**src/rtl/irq_bank_pkg.sv**
```systemverilog
// Package: shared constants for the interrupt status bank.
// Assumes a byte-addressed register port with right-aligned write data.
package irq_bank_pkg;
    // status bit positions that selective resets act on
    localparam int BIT_CMD_DONE  = 0;
    localparam int BIT_XFER_DONE = 1;
    localparam int BIT_DMA_DONE  = 3;
    // top bit of the normal-event group; errors sit above it
    localparam int NORMAL_TOP    = 14;
    // access size codes
    localparam logic [1:0] SZ_BYTE = 2'd0;
    localparam logic [1:0] SZ_HALF = 2'd1;
    localparam logic [1:0] SZ_WORD = 2'd2;
endpackage

```
**src/rtl/irq_lane_align.sv**
```systemverilog
// Module: moves right-aligned write data into the addressed byte lanes and
// builds the matching lane mask. Assumes REG_W is a multiple of 8 and >= 32.
// Lanes shifted past the top of the word are dropped.
module irq_lane_align
    import irq_bank_pkg::*;
#(
    parameter int REG_W = 32,
    localparam int LANES = REG_W / 8,
    localparam int OFF_W = $clog2(LANES)
) (
    input  logic [1:0]       size_i,
    input  logic [OFF_W-1:0] off_i,
    input  logic [REG_W-1:0] data_i,
    output logic [REG_W-1:0] data_o,
    output logic [REG_W-1:0] mask_o
);
    logic [REG_W-1:0] base_mask;
    logic [OFF_W+2:0] shamt;

    // purpose: pick the unshifted mask width from the size code
    always_comb begin
        case (size_i)
            SZ_BYTE: base_mask = {{(REG_W-8){1'b0}}, 8'hFF};
            SZ_HALF: base_mask = {{(REG_W-16){1'b0}}, 16'hFFFF};
            default: base_mask = '1;
        endcase
    end

    assign shamt = {off_i, 3'b000};

    // purpose: shift data and mask together into their lanes
    always_comb begin
        mask_o = base_mask << shamt;
        data_o = (data_i & base_mask) << shamt;
    end
endmodule

```
**src/rtl/irq_status_reg.sv**
```systemverilog
// Module: write-one-to-clear status word with per-bit set inputs.
// Assumes clr_i is already lane-masked. Priority: wipe > event > clear.
module irq_status_reg #(
    parameter int REG_W = 32
) (
    input  logic             clk,
    input  logic             rst_n,
    input  logic [REG_W-1:0] evt_i,
    input  logic [REG_W-1:0] clr_i,
    input  logic             wipe_i,
    output logic [REG_W-1:0] q_o
);
    logic [REG_W-1:0] q;

    // purpose: hold status; events override clears, wipe overrides all
    always_ff @(posedge clk) begin
        if (!rst_n || wipe_i) q <= '0;
        else                  q <= (q & ~clr_i) | evt_i;
    end

    assign q_o = q;

    // a bit can only rise where an event was present
    p_no_write_set_r2: assert property (@(posedge clk) disable iff (!rst_n)
        1'b1 |=> ((q & ~$past(q) & ~$past(evt_i)) == '0));

    // every event bit is set in the next cycle unless wiped
    p_event_wins_r9: assert property (@(posedge clk) disable iff (!rst_n)
        (evt_i != '0 && !wipe_i) |=> ((q & $past(evt_i)) == $past(evt_i)));

    // a wipe empties the word
    p_wipe_r8: assert property (@(posedge clk) disable iff (!rst_n)
        wipe_i |=> (q == '0));
endmodule

```
**src/rtl/irq_enable_reg.sv**
```systemverilog
// Module: enable word updated only inside the masked lanes.
// Assumes data_i is already placed in its lanes.
module irq_enable_reg #(
    parameter int REG_W = 32
) (
    input  logic             clk,
    input  logic             rst_n,
    input  logic             we_i,
    input  logic [REG_W-1:0] data_i,
    input  logic [REG_W-1:0] mask_i,
    input  logic             wipe_i,
    output logic [REG_W-1:0] q_o
);
    logic [REG_W-1:0] q;

    // purpose: merge masked write data into the enable word
    always_ff @(posedge clk) begin
        if (!rst_n || wipe_i) q <= '0;
        else if (we_i)        q <= (q & ~mask_i) | (data_i & mask_i);
    end

    assign q_o = q;

    // no write, no change
    p_enable_hold_r3: assert property (@(posedge clk) disable iff (!rst_n)
        (!we_i && !wipe_i) |=> $stable(q));

    // unmasked bits keep their value through a write
    p_enable_lanes_r3: assert property (@(posedge clk) disable iff (!rst_n)
        (we_i && !wipe_i) |=> ((q & ~$past(mask_i)) == ($past(q) & ~$past(mask_i))));
endmodule

```
**src/rtl/irq_status_bank.sv**
```systemverilog
// Module: interrupt status/enable bank with level interrupt output.
// Assumes one register access per cycle and single-cycle event pulses.
module irq_status_bank
    import irq_bank_pkg::*;
#(
    parameter int REG_W = 32,
    parameter int ERR_W = 2,
    localparam int LANES = REG_W / 8,
    localparam int OFF_W = $clog2(LANES)
) (
    input  logic             clk,
    input  logic             rst_n,
    input  logic [REG_W-1:0] evt_i,
    input  logic             wr_en_i,
    input  logic             wr_tgt_i,
    input  logic [1:0]       wr_size_i,
    input  logic [OFF_W-1:0] wr_off_i,
    input  logic [REG_W-1:0] wr_data_i,
    input  logic             cmd_rst_i,
    input  logic             dat_rst_i,
    input  logic             all_rst_i,
    input  logic             dma_err_we_i,
    input  logic [ERR_W-1:0] dma_err_code_i,
    output logic [REG_W-1:0] status_o,
    output logic [REG_W-1:0] enable_o,
    output logic [ERR_W-1:0] dma_err_o,
    output logic             irq_o
);
    logic [REG_W-1:0] lane_data;
    logic [REG_W-1:0] lane_mask;
    logic [REG_W-1:0] w1c_bits;
    logic [REG_W-1:0] sel_clr;
    logic [REG_W-1:0] status_q;
    logic [REG_W-1:0] enable_q;
    logic [ERR_W-1:0] dma_err_q;

    irq_lane_align #(.REG_W(REG_W)) u_align (
        .size_i (wr_size_i),
        .off_i  (wr_off_i),
        .data_i (wr_data_i),
        .data_o (lane_data),
        .mask_o (lane_mask)
    );

    // purpose: ones written to the status target become clear requests
    assign w1c_bits = (wr_en_i && !wr_tgt_i) ? (lane_data & lane_mask) : '0;

    // purpose: map the selective reset requests onto their status bits
    always_comb begin
        sel_clr = '0;
        if (cmd_rst_i) sel_clr[BIT_CMD_DONE] = 1'b1;
        if (dat_rst_i) begin
            sel_clr[BIT_XFER_DONE] = 1'b1;
            sel_clr[BIT_DMA_DONE]  = 1'b1;
        end
    end

    irq_status_reg #(.REG_W(REG_W)) u_status (
        .clk    (clk),
        .rst_n  (rst_n),
        .evt_i  (evt_i),
        .clr_i  (w1c_bits | sel_clr),
        .wipe_i (all_rst_i),
        .q_o    (status_q)
    );

    irq_enable_reg #(.REG_W(REG_W)) u_enable (
        .clk    (clk),
        .rst_n  (rst_n),
        .we_i   (wr_en_i && wr_tgt_i),
        .data_i (lane_data),
        .mask_i (lane_mask),
        .wipe_i (all_rst_i),
        .q_o    (enable_q)
    );

    // purpose: DMA error code; load beats data reset, full reset beats both
    always_ff @(posedge clk) begin
        if (!rst_n || all_rst_i) dma_err_q <= '0;
        else if (dma_err_we_i)   dma_err_q <= dma_err_code_i;
        else if (dat_rst_i)      dma_err_q <= '0;
    end

    // purpose: level interrupt from the registered words
    assign irq_o     = |(status_q & enable_q);
    assign status_o  = status_q;
    assign enable_o  = enable_q;
    assign dma_err_o = dma_err_q;

    // nothing enabled or nothing pending means no interrupt
    p_irq_quiet_r1: assert property (@(posedge clk) disable iff (!rst_n)
        (enable_q == '0 || status_q == '0) |-> !irq_o);

    // command reset drops command-done unless an event re-raises it
    p_cmd_rst_r6: assert property (@(posedge clk) disable iff (!rst_n)
        (cmd_rst_i && !evt_i[BIT_CMD_DONE]) |=> !status_q[BIT_CMD_DONE]);

    // data reset without a load empties the error code
    p_dat_rst_err_r7: assert property (@(posedge clk) disable iff (!rst_n)
        (dat_rst_i && !dma_err_we_i) |=> (dma_err_q == '0));

    // a load without full reset captures the code
    p_err_load_r10: assert property (@(posedge clk) disable iff (!rst_n)
        (dma_err_we_i && !all_rst_i) |=> (dma_err_q == $past(dma_err_code_i)));

    // full reset clears enable and the error code
    p_full_rst_r8: assert property (@(posedge clk) disable iff (!rst_n)
        all_rst_i |=> (enable_q == '0 && dma_err_q == '0));
endmodule

```
**config.mk**
```make
export PLATFORM = sky130hd
export DESIGN_NAME = irq_status_bank
export DESIGN_NICKNAME = d
export VERILOG_FILES = /design/src/rtl/irq_bank_pkg.sv /design/src/rtl/irq_lane_align.sv /design/src/rtl/irq_status_reg.sv /design/src/rtl/irq_enable_reg.sv /design/src/rtl/irq_status_bank.sv
export SDC_FILE = /design/constraint.sdc
export NUM_CORES = 1
export LEC_CHECK = 0
export BUFFER_PORTS_ARGS = -buffer_cell sky130_fd_sc_hd__buf_4
export CAP_MARGIN = 40
export CORE_MARGIN = 3
export CORE_UTILIZATION = 50
export CTS_CLUSTER_DIAMETER = 200
export DETAILED_ROUTE_END_ITERATION = 8
export PLACE_DENSITY = 0.84
export SKIP_CTS_REPAIR_TIMING = 1
export SYNTH_ARGS = -nofsm -noshare
export SYNTH_HDL_FRONTEND = slang
export SYNTH_HIERARCHICAL = 1
export SYNTH_SLANG_ARGS = --single-unit
```
**constraint.sdc**
```tcl
create_clock -name clk -period 2.3 [get_ports clk]
set_input_delay 0.46 -clock clk [delete_from_list [all_inputs] [get_ports clk]]
set_output_delay 0.46 -clock clk [all_outputs]
set_load 0.01 [all_outputs]
```
; Word level (Yosys, flattened, before mapping)
; Cells that the tools add are included.
[totals]
reg_bits = 66
in_bits = 78
output_inout_bits = 67
wordCells = 30
[op_classes]
eq_ne = 1
shift = 2
muxes = 6
n_bitwise = 10
reduce_logical = 8
[op_table]
columns = operator, count
row1 = 32-bit AND, 5
row2 = 32-bit NOT, 2
row3 = 32-bit OR, 2
row4 = 32-bit case mux with 2 select lines, 1
row5 = 32-bit by 5-bit left shift with 32-bit output, 2
row6 = 32-bit 2-to-1 mux, 1
row7 = 32-bit by 4-bit OR with 32-bit output, 1
row8 = 32-bit OR reduction, 1
row9 = 2-bit 2-to-1 mux, 2
row10 = 2-bit by 1-bit == test with 1-bit output (second input constant), 1
row11 = 1-bit logical AND, 2
row12 = 1-bit zero test, 2
row13 = 2-bit zero test, 1
row14 = 1-bit 2-to-1 mux, 2
row15 = 2-bit nonzero test, 1
row16 = 1-bit logical OR, 1

; Depth between registers and ports, before layout
[depth]
word_depth = 10
mapped_depth = 8
mapped_depth_nobuf = 6

; Modules after synthesis
; Netlist, hierarchy kept.
[by_module_without_submodules]
columns = module, instances, cells_per_inst, area_each_um2, seq_area_each_um2
row1 = irq_enable_reg, 1, 139, 1475.2, 640.6
row2 = irq_status_reg, 1, 132, 1281.2, 640.6
row3 = irq_lane_align, 1, 115, 807.0, 0.0
row4 = irq_status_bank, 1, 67, 467.9, 40.0

; Worst setup path after synthesis
; OpenSTA, ideal clock, no wires.
[synth_path]
path_type = input to register
start = in wr_off_i[0]
end = reg u_status.q[17] (netlist: u_status/q_o[17])
arrival_ps = 1805
path_slack_ps = 379
cell_stages = 8
path_cell_list = buf_2 buf_4 a211oi_1 a21oi_1 buf_4 and3_1 nand2b_1 a21oi_2
[synth_between]
elab_chain_cells = 7
[synth_lines]
columns = element, line
row1 = start: declaration, irq_status_bank.sv:17  ; input logic [OFF_W-1:0] wr_off_i,
row2 = 32-bit by 5-bit left shift with 32-bit output, irq_lane_align.sv:33  ; mask_o = base_mask << shamt;
row3 = named net lane_mask[17], irq_status_bank.sv:30  ; logic [REG_W-1:0] lane_mask;
row4 = 32-bit AND, irq_status_bank.sv:46  ; assign w1c_bits = (wr_en_i && !wr_tgt_i) ? (lane_data & lane_mask) : '0;
row5 = 32-bit 2-to-1 mux, irq_status_bank.sv:46
row6 = named net w1c_bits[17], irq_status_bank.sv:31  ; logic [REG_W-1:0] w1c_bits;
row7 = 32-bit by 4-bit OR with 32-bit output, irq_status_bank.sv:62  ; .clr_i (w1c_bits | sel_clr),
row8 = 32-bit NOT, irq_status_reg.sv:18  ; else q <= (q & ~clr_i) | evt_i;
row9 = 32-bit AND, irq_status_reg.sv:18
row10 = 32-bit OR, irq_status_reg.sv:18
row11 = end signal: assignment, irq_status_reg.sv:18
row12 = end: declaration, irq_status_reg.sv:13  ; logic [REG_W-1:0] q;
; The timed path passes the listed nets, and every way through them passes these cells.
; A chain may end at the register's enable or synchronous reset.

==> impl_metrics.yaml <==
run_status:
  status: "completed"
yosys:
  synth_seq_cells: 66
  synth_compound_area_share_pct: 32.0
  synth_edf_count: 0
  syn_inst: 453
  synthArstFlopShare_pct: 0
  synth_fa_ha_area_share_pct: 0
  synth_ff_type: "dfxtp_1"
  synthTopCellsByArea: "dfxtp_1 (33%), a21oi_2 (13%), a21bo_1 (7.0%)"
  ys_warn_count: 6
  yosys.cell_types.count: 33
  synth-xor-area-share_pct: 0
  ys_top_cells_by_count: "dfxtp_1 (66), a21oi_2 (58), nand2b_1 (35)"
  netlist_area_um2: 4030
  syn_avg_cell_area_um2: 8.90
  seq_area_frac_synth_pct: 32.8
  yosysMostFrequentCell: "dfxtp_1"
  synth.largest_area_cell: "dfxtp_1"
  synth_top_family_by_area: "compound AO/OA/AOI/OAI gates"
  synth_top_area_share_pct: 32.8
  synth-simple-area-share_pct: 20.3
  syn_nets: 531
  synthMuxAreaShare_pct: 1.99
finish:
  antenna_cells: 0
  fin_cells: 670
  syn_to_final_growth_pct: 28.0
  fin_util_pct: 66.4
  nets: 641
  n_fill_cell: 683
  drive_gt1_share_pct: 44.2
  stdcell_area_um2: 5160
clocking:
  cts_sinks: 66
  cts_root_buffer: "clkbuf_8"
  cts_tree: "built"
  cts_buffers: 9
  htree_levels: 3
  clk_latency_ns: 0.34
  cts.clk_slew.worst_paths_ns: 0.08
  clock_path_buffers: 2
worst_setup_path:
  cp.arrival_ns: 1.79
  worstPathCellList: "a22oi_2 > nand4_1 > or4_1 > buf_4"
  path_max_fanout: 3
  end_kind: "output pin"
  required_ns: 1.84
  critPathSlowestCell: "or4_1"
  critPathLaunchType: "flip-flop"
  path_class: "flip-flop to output pin"
  max_stage_delay_ns: 0.57
timing:
  fmax_mhz: 445
  fin_skew_ns: 0
  setup_slack_ns: 0.0523
  worst_pin_slew_ns: 0.649
  rsz0062_at_grt: "no"
  setup_violations: 0
  slew_viol_final: 0
  slew_headroom_pct: 56.5
  finalCritPeriodShare_pct: 97.7
  fin_tns_setup_ns: 0
  period_minus_slack_ns: 2.25
  hold_viol: 0
global_routing:
  antenna_found_initial: 0
  grt_pass1_vias: 3673
  grt_max_degree: 45
  grt_pass1_wl_um: 18500
  overflow: 0
  track_usage_pct: 26.2
detailed_routing:
  post-route-drc-count: 0
  vias: 3777
  vias_per_cell: 5.64
  drt-pass1-iter-count: 5
  finalWirelength_um: 12300
  final_antenna_net_count: 0
  wl_per_cell_um: 18.4
  drt-initial-drc-count: 244
hold_path:
  hold_path_class: "input pin to flip-flop"
die:
  start_util_pct: 51.9
  core_area_um2: 7770
  die_w_um: 95.8
  num_rows: 32
  die_area_um2: 9180
  io_pins: 145
  fp.dieH_um: 95.8
pwr:
  peakVddDrop_mv: 0.260
  powerDensity_nw_per_um2: 499
  leakagePower_nw: 2.26
placement:
  placed_cells: 654
  port_buffers: 144
  dpl_worst_slack_ns: 0.162
  dp_hpwl_um: 9110
  dpl-instance-area_um2: 4950
  gp_congestion: 0.837
run:
  drv_cap: 0
[report_power, final]
| part | internal [mW] | switching (mW) |
|---|---|---|
| sequential | 1.17 | 0.0313 |
| combinational | 0.232 | 0.272 |
| clock | 0.386 | 0.478 |
| total | 1.79 | 0.781 |
[path summary, 6_finish.rpt]
| path | startpoint | end | slack [ns] | cells past startpoint |
|---|---|---|---|---|
| max reg2reg | flip-flop | flip-flop | 1.46 | 2 |
| min | dma_err_code_i[0] | dma_err_o[0]$_SDFFE_PP0P_ | 0.35 | 3 |
| max | flip-flop | irq_o | 0.05 | 4 |
| min reg2reg | u_status/q_o[31]$_SDFF_PP0_ | u_status/q_o[31]$_SDFF_PP0_ | 0.50 | 2 |
[worst max-delay path: cells and delay by family (launching register included)]
kind / cells / cell delay (ns)
AOI/OAI and AO/OA: 1 / 0.24
buffers and inverters: 1 / 0.17
DFF: 1 / 0.35
and+or+nand+nor: 2 / 0.69
[per-stage QoR]
stage / hold WS (ns) / total power [mW]
floorplan: 0.504 / 1.54
global placement: 0.478 / 1.71
detailed placement: 0.482 / 1.73
CTS: 0.348 / 2.58
global route: 0.342 / 2.68
finish: 0.350 / 2.57
[final cells by class]
class | instances | area (um^2) | share of cell area (%)
clock buffers | 9 | 124 | 2.40
clock inverters | 7 | 46.3 | 0.897
inverters | 33 | 124 | 2.40
multi-input cells | 300 | 2230 | 43.3
flip-flops and latches | 66 | 1320 | 25.6
well taps | 102 | 128 | 2.47
repair buffers | 153 | 1180 | 22.9
[per-layer routing]
layer / routed length (um) / share of wire, % / track usage [%] / vias to the layer above
li1: - / - / - / 1793
met1: 5290 / 43 / 34.8 / 1804
met2: 5740 / 47 / 42.4 / 155
met3: 937 / 7.6 / 4.61 / 25
met4: 336 / 2.7 / 9.83 / 0
met5: 0 / 0 / 0 / -
[layout by cell type (no fill, tap or decap), types with 2 or more instances in the layout]
| cell | n |
|---|---|
| a21bo_1 | 28 |
| a21bo_2 | 4 |
| a21oi_1 | 9 |
| a21oi_2 | 58 |
| a22oi_1 | 22 |
| a22oi_2 | 9 |
| a31o_2 | 3 |
| and2_1 | 9 |
| and3_1 | 29 |
| buf_12 | 2 |
| buf_4 | 150 |
| clkbuf_8 | 9 |
| clkinv_2 | 3 |
| clkinvlp_4 | 3 |
| dfxtp_1 | 66 |
| inv_1 | 33 |
| mux2i_1 | 8 |
| nand2b_1 | 34 |
| nand3_1 | 32 |
| nand4_1 | 4 |
| nor2_1 | 12 |
| nor2b_1 | 9 |
| nor3b_1 | 2 |
| o22ai_1 | 8 |
| o2bb2ai_1 | 6 |
| o2bb2ai_2 | 2 |
[cell families (layout without fill, tap and decap cells)]
family | after synthesis | count (layout)
buffers and inverters | 87 | 202
AOI/OAI and AO/OA | 152 | 152
and+or+nand+nor | 140 | 140
muxes | 8 | 8
DFF | 66 | 66
Note: power is estimated with default switching activity, not from simulation.
